--- config.mk ---
export PLATFORM = sky130hd
export DESIGN_NAME = msgin_parser
export DESIGN_NICKNAME = d
export VERILOG_FILES = /design/src/rtl/msgin_pkg.sv /design/src/rtl/msgin_first_class.sv /design/src/rtl/msgin_tag_range.sv /design/src/rtl/msgin_parser.sv
export SDC_FILE = /design/constraint.sdc
export NUM_CORES = 1
export LEC_CHECK = 0
export BUFFER_PORTS_ARGS = -buffer_cell sky130_fd_sc_hd__buf_2
export CAP_MARGIN = 30
export CORE_MARGIN = 3
export CORE_UTILIZATION = 54
export CTS_CLUSTER_DIAMETER = 30
export DETAILED_ROUTE_END_ITERATION = 6
export PLACE_DENSITY = 0.79
export SETUP_SLACK_MARGIN = 0.05
export SYNTH_ARGS = -nofsm -noshare
export SYNTH_HDL_FRONTEND = slang
export SYNTH_SLANG_ARGS = --single-unit
export TNS_END_PERCENT = 1
--- constraint.sdc ---
create_clock -name clk_i -period 2.1 [get_ports clk_i]
set_input_delay 0.21 -clock clk_i [delete_from_list [all_inputs] [get_ports clk_i]]
set_output_delay 0.21 -clock clk_i [all_outputs]
set_load 0.05 [all_outputs]
--- src/rtl/msgin_pkg.sv ---
package msgin_pkg;
  typedef enum logic [3:0] {
    EV_NONE        = 4'd0,
    EV_CMD_DONE    = 4'd1,
    EV_DISCONNECT  = 4'd2,
    EV_SAVE_PTRS   = 4'd3,
    EV_RESTORE     = 4'd4,
    EV_REJ_RCVD    = 4'd5,
    EV_WIDTH       = 4'd6,
    EV_SYNC        = 4'd7,
    EV_RESELECT    = 4'd8,
    EV_SEND_REJECT = 4'd9,
    EV_ABORT_TAG   = 4'd10,
    EV_PHASE_MIS   = 4'd11
  } evt_e;

  typedef enum logic [1:0] {CLS_SIMPLE, CLS_EXT, CLS_IDENT, CLS_BAD} cls_e;

  typedef enum logic [2:0] {
    ST_IDLE, ST_EXT_LEN, ST_EXT_CODE, ST_ARG_A, ST_ARG_B, ST_SNOOP, ST_TAG, ST_ACK_LATE
  } state_e;

  localparam logic [7:0] MO_REJECT    = 8'h07;
  localparam logic [7:0] MO_ABORT_TAG = 8'h0D;
  localparam logic [7:0] SIMPLE_TAG   = 8'h20;
  localparam logic [7:0] NULL_TAG     = 8'hFF;
  localparam logic [7:0] CODE_WIDE    = 8'h03;
  localparam logic [7:0] CODE_SYNC    = 8'h01;
endpackage

--- src/rtl/msgin_first_class.sv ---
module msgin_first_class
  import msgin_pkg::*;
(
  input  logic [7:0] byte_i,
  output cls_e       cls_o,
  output evt_e       evt_o
);
  always_comb begin
    cls_o = CLS_BAD;
    evt_o = EV_NONE;
    if (byte_i[7]) begin
      cls_o = (byte_i[6:3] == 4'd0) ? CLS_IDENT : CLS_BAD;
    end else begin
      unique case (byte_i)
        8'h00:   begin cls_o = CLS_SIMPLE; evt_o = EV_CMD_DONE;   end
        8'h01:   begin cls_o = CLS_EXT;                           end
        8'h02:   begin cls_o = CLS_SIMPLE; evt_o = EV_SAVE_PTRS;  end
        8'h03:   begin cls_o = CLS_SIMPLE; evt_o = EV_RESTORE;    end
        8'h04:   begin cls_o = CLS_SIMPLE; evt_o = EV_DISCONNECT; end
        8'h07:   begin cls_o = CLS_SIMPLE; evt_o = EV_REJ_RCVD;   end
        default: begin cls_o = CLS_BAD;                           end
      endcase
    end
  end
endmodule

--- src/rtl/msgin_tag_range.sv ---
module msgin_tag_range #(
  parameter int unsigned SCB_COUNT = 16
) (
  input  logic [7:0] tag_i,
  output logic       ok_o
);
  localparam logic [8:0] CNT9 = 9'(SCB_COUNT);
  assign ok_o = ({1'b0, tag_i} < CNT9);
endmodule

--- src/rtl/msgin_parser.sv ---
module msgin_parser
  import msgin_pkg::*;
#(
  parameter int unsigned SCB_COUNT = 16
) (
  input  logic       clk_i,
  input  logic       rst_ni,
  input  logic       req_i,
  input  logic       msgin_i,
  input  logic [7:0] data_i,
  output logic       ack_o,
  output logic       atn_o,
  output logic [7:0] msgout_o,
  output logic       evt_valid_o,
  output logic [3:0] evt_o,
  output logic [2:0] lun_o,
  output logic [7:0] tag_o,
  output logic [7:0] arg_a_o,
  output logic [7:0] arg_b_o
);
  localparam logic [8:0] CNT9 = 9'(SCB_COUNT);

  state_e     state_q;
  evt_e       evt_q;
  cls_e       cls;
  evt_e       simple_evt;
  logic       tag_ok;
  logic       ack_q, atn_q, sync_q;
  logic [7:0] msgout_q, tag_q, arg_a_q, arg_b_q, len_q;
  logic [2:0] lun_q;

  msgin_first_class i_class (.byte_i(data_i), .cls_o(cls), .evt_o(simple_evt));
  msgin_tag_range #(.SCB_COUNT(SCB_COUNT)) i_tag (.tag_i(data_i), .ok_o(tag_ok));

  // a byte is taken only once per request; mis flags a request outside message-in
  logic take, mis;
  assign take = req_i && msgin_i && !ack_q;
  assign mis  = req_i && !msgin_i;

  always_ff @(posedge clk_i or negedge rst_ni) begin
    if (!rst_ni) begin
      state_q  <= ST_IDLE;
      evt_q    <= EV_NONE;
      ack_q    <= 1'b0;
      atn_q    <= 1'b0;
      sync_q   <= 1'b0;
      msgout_q <= 8'h00;
      tag_q    <= NULL_TAG;
      arg_a_q  <= 8'h00;
      arg_b_q  <= 8'h00;
      len_q    <= 8'h00;
      lun_q    <= 3'd0;
    end else begin
      ack_q <= 1'b0;
      atn_q <= 1'b0;
      evt_q <= EV_NONE;
      unique case (state_q)
        ST_IDLE: if (take) begin
          unique case (cls)
            CLS_SIMPLE: begin ack_q <= 1'b1; evt_q <= simple_evt; end
            CLS_EXT:    begin ack_q <= 1'b1; state_q <= ST_EXT_LEN; end
            CLS_IDENT:  begin ack_q <= 1'b1; lun_q <= data_i[2:0]; state_q <= ST_SNOOP; end
            default: begin
              atn_q <= 1'b1; msgout_q <= MO_REJECT; evt_q <= EV_SEND_REJECT;
              state_q <= ST_ACK_LATE;
            end
          endcase
        end
        ST_EXT_LEN: begin
          if (mis) begin evt_q <= EV_PHASE_MIS; state_q <= ST_IDLE; end
          else if (take) begin len_q <= data_i; ack_q <= 1'b1; state_q <= ST_EXT_CODE; end
        end
        ST_EXT_CODE: begin
          if (mis) begin evt_q <= EV_PHASE_MIS; state_q <= ST_IDLE; end
          else if (take) begin
            if (data_i == CODE_WIDE && len_q == 8'd2) begin
              ack_q <= 1'b1; sync_q <= 1'b0; state_q <= ST_ARG_A;
            end else if (data_i == CODE_SYNC && len_q == 8'd3) begin
              ack_q <= 1'b1; sync_q <= 1'b1; state_q <= ST_ARG_A;
            end else begin
              atn_q <= 1'b1; msgout_q <= MO_REJECT; evt_q <= EV_SEND_REJECT;
              state_q <= ST_ACK_LATE;
            end
          end
        end
        ST_ARG_A: begin
          if (mis) begin evt_q <= EV_PHASE_MIS; state_q <= ST_IDLE; end
          else if (take) begin
            arg_a_q <= data_i; ack_q <= 1'b1;
            if (sync_q) state_q <= ST_ARG_B;
            else begin evt_q <= EV_WIDTH; state_q <= ST_IDLE; end
          end
        end
        ST_ARG_B: begin
          if (mis) begin evt_q <= EV_PHASE_MIS; state_q <= ST_IDLE; end
          else if (take) begin
            arg_b_q <= data_i; ack_q <= 1'b1; evt_q <= EV_SYNC; state_q <= ST_IDLE;
          end
        end
        ST_SNOOP: begin
          // a non-tag byte is left unacknowledged for the idle state to parse
          if (mis || (take && data_i != SIMPLE_TAG)) begin
            tag_q <= NULL_TAG; evt_q <= EV_RESELECT; state_q <= ST_IDLE;
          end else if (take) begin
            ack_q <= 1'b1; state_q <= ST_TAG;
          end
        end
        ST_TAG: begin
          if (mis) begin evt_q <= EV_PHASE_MIS; state_q <= ST_IDLE; end
          else if (take) begin
            tag_q <= data_i;
            if (tag_ok) begin
              ack_q <= 1'b1; evt_q <= EV_RESELECT; state_q <= ST_IDLE;
            end else begin
              atn_q <= 1'b1; msgout_q <= MO_ABORT_TAG; evt_q <= EV_ABORT_TAG;
              state_q <= ST_ACK_LATE;
            end
          end
        end
        ST_ACK_LATE: begin ack_q <= 1'b1; state_q <= ST_IDLE; end
        default: state_q <= ST_IDLE;
      endcase
    end
  end

  assign ack_o       = ack_q;
  assign atn_o       = atn_q;
  assign msgout_o    = msgout_q;
  assign evt_valid_o = (evt_q != EV_NONE);
  assign evt_o       = evt_q;
  assign lun_o       = lun_q;
  assign tag_o       = tag_q;
  assign arg_a_o     = arg_a_q;
  assign arg_b_o     = arg_b_q;

  p_ack_pulse_r12: assert property (@(posedge clk_i) disable iff (!rst_ni)
    ack_o |=> !ack_o);
  p_atn_then_ack_r3: assert property (@(posedge clk_i) disable iff (!rst_ni)
    atn_o |=> ack_o);
  p_reject_byte_r3: assert property (@(posedge clk_i) disable iff (!rst_ni)
    (evt_valid_o && evt_q == EV_SEND_REJECT) |-> (atn_o && msgout_o == MO_REJECT && !ack_o));
  p_abort_tag_r7: assert property (@(posedge clk_i) disable iff (!rst_ni)
    (evt_valid_o && evt_q == EV_ABORT_TAG) |-> (atn_o && msgout_o == MO_ABORT_TAG
                                                && {1'b0, tag_o} >= CNT9));
  p_reselect_tag_r6: assert property (@(posedge clk_i) disable iff (!rst_ni)
    (evt_valid_o && evt_q == EV_RESELECT) |-> (tag_o == NULL_TAG || {1'b0, tag_o} < CNT9));
  p_mismatch_noack_r11: assert property (@(posedge clk_i) disable iff (!rst_ni)
    (evt_valid_o && evt_q == EV_PHASE_MIS) |-> (!ack_o && !atn_o));
endmodule

==> reports/results.txt, run 1 <==
commonest non-fill, non-tap cell in the layout: buf_2
latest clock arrival within the worst-skew pair: 310 ps
Crit Reg-Reg Endpoint: state_q[2]
Seq cells post-synth: 48
I/O pins: 54
fraction of the yosys area taken by sequential cells: 48.4%
YS warnings: 0
top_reg_cell synth: dfrtp_1
Final Critical Period: 2040 ps
Clock transition at path regs: 90 ps
crit end category: flop
n_diodes: 0
critical path's largest stage delay: 680 ps
DP Area: 2930 µm²
CTS tree: built
first-pass GRT wire length: 9670 µm
Crit. Startpoint: len_q[4]
placed insts: 351
P_int: 0.00249 W
Comb power frac: 53.3%
DRC errors left: 0
port bufs: 49
IR Drop Worst-Case VDD: 1.10 mV
vias per inst: 5.94
clock sink count: 48
post-DP HPWL: 4550 µm
initial antenna violation count: 0
hold crit path type: in -> reg
RSZ-0062 raised after global routing: true
vias in the first global route: 1,976
Die Height: 74.1 µm
number of synthesized flops with an enable pin: 0
Syn Area/Cell: 10.4 µm²
Finished Core Util: 70.0%
drt first pass iters: 6
Non-Filler Instances: 360
H-tree depth: 2
gpl congestion: 0.946
grt ovf: 0
clk buf depth: 2
Core Region: 4410 µm²
Worst Max-Slew Pin Slew: 626 ps
row cnt: 24
worst clock skew: 5.57 ps
area growth from synthesis to layout: 23.3%
commonest non-fill, non-tap cells in the layout: buf_2, dfrtp_1, mux2_2, nor2_1, buf_4
Setup WS pre-CTS: -37.7 ps
initial detailed-routing violation count: 239
cell leakage power: 1.43 nW
power density over the cells: 1570 nW/µm²
Async SR Flop Fraction: 100%
die width: 74.1 µm
Max-slew headroom: 58.0%
Antenna Nets Post-Route: 0
final wirelength: 6120 µm
Reg power frac: 32.5%
Net Switching: 0.00235 W
DIE AREA: 5490 µm²
Nets: 322
CP startpoint kind: flop
Initial Util: 56.7%
Slew Limit Fails: 0
FF-to-FF Start: len_q[4]
worst setup path end: state_q[2]
Req. time, crit path: 2290 ps
outcome: complete, no violations
fin crit share: 97.2%
PnR worst setup slack: 59.5 ps
Max FO, Critical Path: 2
sw frac: 48.6%
share of cells above drive strength 1: 43.8%
Hold Vio Cnt, Final: 0
vias: 2,140
Critical Path AT: 2230 ps
pin count of the biggest net entering global routing: 21
total track usage: 23.3%
post-synthesis instance area: 2500 µm²
fmax: 490 MHz
slowest stage cell, crit path: or4b_2
Mapped Cells: 241
Max Cap Violations: 0
Num CTS Buffers: 5
CTS Root Cell: clkbuf_8
CP Class: reg -> reg
clock share of power: 14.2%
final setup fails: 0
WL/cell: 17.0 µm
fin area: 3090 µm²
R2R setup slack: 60 ps
crit-path cells: or4b_2 -> or4_4 -> o311ai_4 -> a32oi_1
distinct cell type count after synthesis: 53
WHS: 180 ps
R2R cell count: 4
[critical path, delay by kind of cell (launching register included)]
kind	cells	cell delay (ps)
flops	1	380
simple gates	2	1200
compound gates	2	350
[repair_timing]
action	in CTS	in global routing
setup buffers	0	0
endpoints found under the hold margin	14	0
gates resized for setup	1	4
endpoints found under the setup margin	6	7
pin swaps	0	2
hold buffers	1	0
[cells by family after synthesis]
| family | share of synthesized area, % |
|---|---|
| simple gates | 17.8 |
| compound gates | 12.6 |
| flops | 48.4 |
| mux | 13.4 |
| buf+inv | 5.04 |
| fa+ha+maj | 1.50 |
| xor+xnor | 1.05 |
| other cells | 0.150 |
[flip-flops by register name, indices dropped and copies added, names as in the netlist]
signal	count
ack_o	1
arg_a_o	8
arg_b_o	8
atn_o	1
evt_o	4
len_q	8
lun_o	3
msgout_o	3
state_q	3
sync_q	1
tag_o	8
[synth_stat cells (2+ instances only)]
| library cell | number | area share (%) |
|---|---|---|
| buf_4 | 5 | 1.5 |
| or4_1 | 4 | 1.2 |
| inv_1 | 9 | 1.3 |
| mux2_2 | 29 | 13 |
| or4_4 | 2 | 0.90 |
| xnor2_1 | 2 | 0.70 |
| or3_1 | 5 | 1.2 |
| o31ai_1 | 3 | 0.90 |
| nor4_1 | 2 | 0.50 |
| a31oi_1 | 2 | 0.50 |
| nand3b_1 | 5 | 1.5 |
| buf_2 | 2 | 0.40 |
| clkbuf_1 | 11 | 1.6 |
| nor4b_1 | 2 | 0.70 |
| nand3_1 | 5 | 1.0 |
| a21oi_1 | 17 | 3.4 |
| a21boi_0 | 2 | 0.60 |
| o21ai_0 | 6 | 1.2 |
| o311ai_0 | 2 | 0.70 |
| nor3_1 | 3 | 0.60 |
| nor2b_1 | 3 | 0.75 |
| dfstp_2 | 8 | 8.4 |
| nand2_1 | 9 | 1.3 |
| o22ai_1 | 2 | 0.50 |
| ha_1 | 3 | 1.5 |
| nand2b_1 | 4 | 1.0 |
| or2_2 | 3 | 0.75 |
| nor2_1 | 25 | 3.7 |
| a311oi_1 | 3 | 1.0 |
| dfrtp_1 | 40 | 40 |
[power by group through the flow]
stage	clock, W	sequential [W]	combinational, W
floorplan	0	0.00259	0.000928
global placement	0	0.00157	0.00251
detailed placement	0	0.00159	0.00253
CTS	0.000697	0.00157	0.00254
global route	0.000732	0.00163	0.00275
finish	0.000688	0.00157	0.00258
[area by class of cell]
cell class	count	area, µm²
tap	52	65.1
clock buffer	5	68.8
sequential	48	1210
clock inverter	3	47.5
inverter	9	33.8
multi-input combinational	168	1220
fill	329	1330
timing repair buffer	75	443
[stage by stage]
step	total power, W	setup TNS, ps
floorplan	0.00352	0
global placement	0.00407	-43.3
detailed placement	0.00412	-47.3
CTS	0.00481	0
global route	0.00511	0
finish	0.00484	0
[worst min-delay path by stage]
stage	from	end	slack (ps)	cells past startpoint
floorplan	rst_ni	ack_o	-90	0
global placement	rst_ni	arg_b_o[1]	150	1
detailed placement	rst_ni	arg_b_o[1]	160	1
CTS	data_i[1]	lun_o[1]	180	2
global route	data_i[1]	lun_o[1]	190	2
finish	data_i[1]	lun_o[1]	180	2
[routing by layer]
| layer | up-vias | global-route usage [%] | part of all wire, % |
|---|---|---|---|
| li1 | 990 | - | - |
| met1 | 1028 | 32.8 | 43 |
| met2 | 109 | 34.7 | 47 |
| met3 | 13 | 5.54 | 7.9 |
| met4 | 0 | 9.26 | 2.4 |
| met5 | - | 0 | 0 |
No activity file was read; power rests on OpenSTA's default activity.
==> run 2: changes to the inputs <==
--- a/config.mk
+++ b/config.mk
@@ -8,10 +8,10 @@
 export BUFFER_PORTS_ARGS = -buffer_cell sky130_fd_sc_hd__buf_2
 export CAP_MARGIN = 30
 export CORE_MARGIN = 3
-export CORE_UTILIZATION = 54
+export CORE_UTILIZATION = 55
 export CTS_CLUSTER_DIAMETER = 30
 export DETAILED_ROUTE_END_ITERATION = 6
-export PLACE_DENSITY = 0.79
+export PLACE_DENSITY = 0.8
 export SETUP_SLACK_MARGIN = 0.05
 export SYNTH_ARGS = -nofsm -noshare
 export SYNTH_HDL_FRONTEND = slang
==> constraint.sdc (replaced) <==
create_clock -name clk_i -period 2.58 [get_ports clk_i]
set_input_delay 0.258 -clock clk_i [delete_from_list [all_inputs] [get_ports clk_i]]
set_output_delay 0.258 -clock clk_i [all_outputs]
set_load 0.05 [all_outputs]
==> run 2 against run 1 <==
Compared with the run above: maximum frequency fell by 2.4%; combinational power shrank 22%; largest cell class is now registers; via count shrank 5.1%; clock skew increased by 0.53 ps; die area fell by 1.7%; utilization down 0.75 points; critical endpoint is now msgout_o[1].
==> reports/results.txt, run 2 (synthesis gave the netlist of run 1 again) <==
hold crit path type: in -> reg
clock share of power: 11.9% (-2.3 points)
row cnt: 23 (-4.2%)
Resize count post-CTS: 0 (-1)
commonest non-fill, non-tap cell in the layout: buf_2
P_int: 0.00189 W (-24%)
Critical Path AT: 2260 ps (+30 ps)
I/O pins: 54 (unchanged)
Multi-input gate area: 1180 µm² (-3.4%)
Clock transition at path regs: 90 ps (about the same)
Crit Reg-Reg Endpoint: msgout_o[1]
FF-to-FF Start: len_q[4]
placed insts: 333 (-5.1%)
Finished Core Util: 69.2% (-0.75 points)
Hold Vio Cnt, Final: 0 (unchanged)
DIE AREA: 5400 µm² (-1.7%)
latest clock arrival within the worst-skew pair: 300 ps (about the same)
Reg power frac: 34.3% (+1.8 points)
vias: 2,031 (-5.1%)
# fillers: 311 (-5.5%)
CP startpoint kind: flop
hold path cells: 3 (+1)
final wirelength: 5690 µm (-6.9%)
R2R cell count: 4 (unchanged)
initial antenna violation count: 0 (unchanged)
power density over the cells: 1290 nW/µm² (-18%)
cell leakage power: 1.35 nW (-6.1%)
CTS Root Cell: clkbuf_8
drt first pass iters: 4 (-2)
DRC errors left: 0 (unchanged)
Final Critical Period: 2090 ps (+49.5 ps)
pin count of the biggest net entering global routing: 37 (+76%)
final setup fails: 0 (unchanged)
initial detailed-routing violation count: 239 (unchanged)
commonest non-fill, non-tap cells in the layout: buf_2, dfrtp_1, mux2_2, nor2_1, a21oi_1
H-tree depth: 2 (unchanged)
Num CTS Buffers: 5 (unchanged)
first-pass GRT wire length: 9150 µm (-5.4%)
fin crit share: 81.0% (-16 points)
CTS tree: built
Non-Filler Instances: 342 (-5.0%)
grt ovf: 0 (unchanged)
total track usage: 21.9% (-1.4 points)
n_diodes: 0 (unchanged)
Hold Path End: tag_o[3]
sw frac: 49.6% (+1.1 points)
hold_sp: data_i[3]
port bufs: 49 (unchanged)
area growth from synthesis to layout: 16.1%
WL/cell: 16.6 µm (-2.0%)
Max-slew headroom: 64.4% (+6.4 points)
Slew Limit Fails: 0 (unchanged)
IR Drop Worst-Case VDD: 0.728 mV (-34%)
gpl congestion: 0.908 (-4.0%)
Worst Max-Slew Pin Slew: 526 ps (-99.5 ps)
Req. time, crit path: 2750 ps (+460 ps)
die width: 73.5 µm (-0.84%)
CP Class: reg -> reg
clock sink count: 48 (unchanged)
TNS Setup: 0 ps (unchanged)
Comb power frac: 53.8% (+0.5 points)
Core Region: 4200 µm² (-4.8%)
Post-CTS Repair Setup Buffers: 0 (unchanged)
RSZ-0062 raised after global routing: false
Initial Util: 59.6% (+2.9 points)
Max Cap Violations: 0 (unchanged)
post-DP HPWL: 4160 µm (-8.4%)
vias per inst: 5.94 (about the same)
Die Height: 73.5 µm (-0.84%)
clk buf depth: 2 (unchanged)
WHS: 266 ps (+86.0 ps)
sequential cell area: 1210 µm² (unchanged)
Max FO, Critical Path: 5 (+3)
Nets: 306 (-5.0%)
vias in the first global route: 1,907 (-3.5%)
outcome: complete, no violations
crit end category: flop
worst clock skew: 6.10 ps (+0.526 ps)
Antenna Nets Post-Route: 0 (unchanged)
fmax: 478 MHz (-2.4%)
R2R setup slack: 490 ps (+430 ps)
share of cells above drive strength 1: 39.0% (-4.8 points)
Net Switching: 0.00186 W (-21%)
[run 2: worst max path at each step]
stage | start | to | slack, ps | depth (start not counted)
finish | len_q[4] | msgout_o[1] | 490 | 4
global route | data_i[1] | state_q[1] | 360 | 10
CTS | len_q[4] | evt_o[3] | 480 | 4
detailed placement | data_i[1] | state_q[0] | 190 | 10
global placement | data_i[1] | state_q[0] | 290 | 10
floorplan | data_i[2] | state_q[0] | 220 | 10
[run 2: area by class of cell]
cell class	instances	area share (%)
clock buffer	5	2.37
tap	50	2.15
inverter	9	1.16
clock inverter	3	0.645
multi-input combinational	168	40.5
sequential	48	41.6
timing repair buffer	59	11.5
[run 2: what timing repair did]
action                                  4_1_cts  5_1_grt
endpoints found under the hold margin        12        0
hold buffers                                  1        0
endpoints found under the setup margin        0        0
[run 2: worst max-delay path: stages (launching register included)]
cell,delay (ps)
dfrtp_1,380
or4b_2,690
or4_4,550
o21ai_2,240
a21oi_1,100
[run 2: metal layers]
metal  up-vias  share of wire, %  track usage (%)
met3         7               6.2             3.83
met4         0               1.1             8.25
met1       988                46             31.1
li1        960                 -                -
met2        76                46             33.5
met5         -                 0                0
[run 2: per-stage QoR]
step / power [W] / setup WS, ps / cell area (µm²)
2_1_floorplan: 0.00285 / 218 / 2520
3_3_place_gp: 0.00328 / 293 / 2790
3_5_place_dp: 0.00332 / 188 / 2810
4_1_cts: 0.00376 / 485 / 2910
5_1_grt: 0.00394 / 365 / 2910
6_report: 0.00375 / 490 / 2910
[run 2: power groups by stage]
stage	Combinational [W]	Sequential (W)	Clock (W)
6_report	0.00202	0.00129	0.000445
5_1_grt	0.00214	0.00133	0.000474
4_1_cts	0.00203	0.00129	0.000450
3_5_place_dp	0.00202	0.00130	0
3_3_place_gp	0.00199	0.00128	0
2_1_floorplan	0.000745	0.00211	0
==> run 3: changes to the inputs <==
--- a/config.mk
+++ b/config.mk
@@ -8,10 +8,10 @@
 export BUFFER_PORTS_ARGS = -buffer_cell sky130_fd_sc_hd__buf_2
 export CAP_MARGIN = 30
 export CORE_MARGIN = 3
-export CORE_UTILIZATION = 55
+export CORE_UTILIZATION = 49
 export CTS_CLUSTER_DIAMETER = 30
 export DETAILED_ROUTE_END_ITERATION = 6
-export PLACE_DENSITY = 0.8
+export PLACE_DENSITY = 0.76
 export SETUP_SLACK_MARGIN = 0.05
 export SYNTH_ARGS = -nofsm -noshare
 export SYNTH_HDL_FRONTEND = slang
==> constraint.sdc (replaced) <==
create_clock -name clk_i -period 1.89 [get_ports clk_i]
set_input_delay 0.189 -clock clk_i [delete_from_list [all_inputs] [get_ports clk_i]]
set_output_delay 0.189 -clock clk_i [all_outputs]
set_load 0.05 [all_outputs]
==> run 3 against run 2 <==
Compared with the run above: the run now ends with setup timing left; clock skew increased by 3.0 ps; non-clock buffer count rose by 30; combinational power rose by 47%; critical path depth did not move; flip-flop and latch count is the same; register-to-register slack worse by 540 ps; power increased by 43%; die area is 11% higher; sequential share of layout area is 4.1 points lower.
==> reports/results.txt, run 3 (synthesis gave the netlist of run 1 again) <==
outcome: finished, violations left
failing checks: setup timing
worst clock skew: 9.09 ps (+2.99 ps)
Hold Path End: arg_a_o[1]
vias: 2,201 (+8.4%)
CP startpoint kind: flop
placed insts: 379 (+14%)
first-pass GRT wire length: 10,500 µm (+15%)
drt first pass iters: 4 (unchanged)
Core Region: 4820 µm² (+15%)
FF-to-FF Start: len_q[5]
Setup WS pre-CTS: -254 ps (-442 ps)
fin crit share: 102% (+21 points)
DIE AREA: 6010 µm² (+11%)
slowest stage cell, crit path: or4_4
DRC errors left: 0 (unchanged)
CTS tree: built
total track usage: 22.0% (+0.077 points)
initial antenna violation count: 0 (unchanged)
latest clock arrival within the worst-skew pair: 310 ps (about the same)
share of cells above drive strength 1: 48.3% (+9.2 points)
commonest non-fill, non-tap cells in the layout: buf_2, dfrtp_1, buf_4, mux2_2, nor2_1
DP Area: 3060 µm² (+8.8%)
I/O pins: 54 (unchanged)
RSZ-0062 raised after global routing: true
Crit. Startpoint: len_q[5]
Max Cap Violations: 0 (unchanged)
TNS Setup: -79.6 ps (-79.6 ps)
Die Height: 77.5 µm (+5.5%)
Clock transition at path regs: 80 ps (about the same)
H-tree depth: 2 (unchanged)
Max FO, Critical Path: 5 (unchanged)
gpl congestion: 0.985 (+8.6%)
port bufs: 49 (unchanged)
hold_sp: data_i[1]
PnR worst setup slack: -46.4 ps (-536 ps)
initial detailed-routing violation count: 241 (+0.84%)
Num CTS Buffers: 5 (unchanged)
vias in the first global route: 2,163 (+13%)
Final Critical Period: 1940 ps (-154 ps)
die width: 77.5 µm (+5.5%)
final setup fails: 2 (+2)
row cnt: 25 (+8.7%)
WL/cell: 16.3 µm (-2.0%)
area growth from synthesis to layout: 29.0%
crit-path cells: or4b_1 -> or4_4 -> o31a_1 -> a21oi_2
clock sink count: 48 (unchanged)
Non-Filler Instances: 388 (+13%)
n_diodes: 0 (unchanged)
Nets: 336 (+9.8%)
overall power: 0.00536 W (+43%)
R2R cell count: 4 (unchanged)
grt ovf: 0 (unchanged)
CP Class: reg -> reg
IR Drop Worst-Case VDD: 1.13 mV (+55%)
Antenna Nets Post-Route: 0 (unchanged)
hold path cells: 2 (-1)
CTS Root Cell: clkbuf_8
final wirelength: 6330 µm (+11%)
fin area: 3230 µm² (+11%)
R2R setup slack: -50 ps (-540 ps)
Slew Limit Fails: 0 (unchanged)
vias per inst: 5.67 (-4.5%)
Worst Max-Slew Pin Slew: 568 ps (+41.6 ps)
Initial Util: 52.0% (-7.6 points)
CP bufs+invs: 0 (unchanged)
fmax: 516 MHz (+7.9%)
delay-heaviest family, CP: simple AND/OR/NAND/NOR gates
hold crit path type: in -> reg
Crit Reg-Reg Endpoint: sync_q
post-DP HPWL: 4650 µm (+12%)
crit end category: flop
clk buf depth: 2 (unchanged)
Hold Vio Cnt, Final: 0 (unchanged)
Critical Path AT: 2170 ps (-90 ps)
commonest non-fill, non-tap cell in the layout: buf_2
cell leakage power: 1.50 nW (+11%)
power density over the cells: 1660 nW/µm² (+29%)
Req. time, crit path: 2130 ps (-620 ps)
pin count of the biggest net entering global routing: 26 (-30%)
Max-slew headroom: 62.1% (-2.3 points)
critical path's largest stage delay: 550 ps (-140 ps)
[run 3: worst reg2reg max path: cells and delay by family (launching register included)]
family / cells / cell delay (ps)
and+or+nand+nor: 2 / 1070
DFF: 1 / 400
AOI/OAI and AO/OA: 2 / 400
[run 3: worst max-delay path by stage]
stage | end | slack (ps) | cells past startpoint
after floorplan | state_q[0] | -80 | 10
after global placement | state_q[0] | -180 | 9
after detailed placement | state_q[2] | -250 | 10
after CTS | sync_q | -9 | 4
after global routing | state_q[2] | -90 | 4
final | sync_q | -50 | 4
[run 3: per-stage QoR]
| step | utilization [%] | hold slack (ps) |
|---|---|---|
| 5_1_grt | 67.1 | 215 |
| 6_report | 67.1 | 211 |
| 4_1_cts | 66.2 | 213 |
| 3_3_place_gp | 63.5 | 217 |
| 3_5_place_dp | 63.5 | 222 |
| 2_1_floorplan | - | -107 |
[run 3: layout make-up]
cell class	instances	area, µm²
Clock buffer	6	82.6
Inverter	9	33.8
Tap cell	67	83.8
Fill cell	398	1590
Clock inverter	1	8.76
Sequential cell	48	1210
Multi-Input combinational cell	168	1250
Timing Repair Buffer	89	563
[run 3: routing by layer]
metal / track usage (%) / wire (µm)
met2: 36.4 / 3010
met1: 28.3 / 2800
met4: 7.65 / 136
met5: 0 / 0
met3: 4.99 / 377
[run 3: what timing repair did]
item / 4_1_cts / 5_1_grt
endpoints found under the hold margin: 15 / 0
hold buffers: 1 / 0
pin swaps: 7 / 3
gates resized for setup: 4 / 10
setup endpoints to repair: 11 / 19
setup buffers: 1 / 0
[run 3: power by group]
part           total (W)  internal (W)  switching (W)
combinational    0.00296      0.000935        0.00203
sequential       0.00176       0.00151       0.000250
clock           0.000637      0.000292       0.000344
total            0.00536       0.00274        0.00262
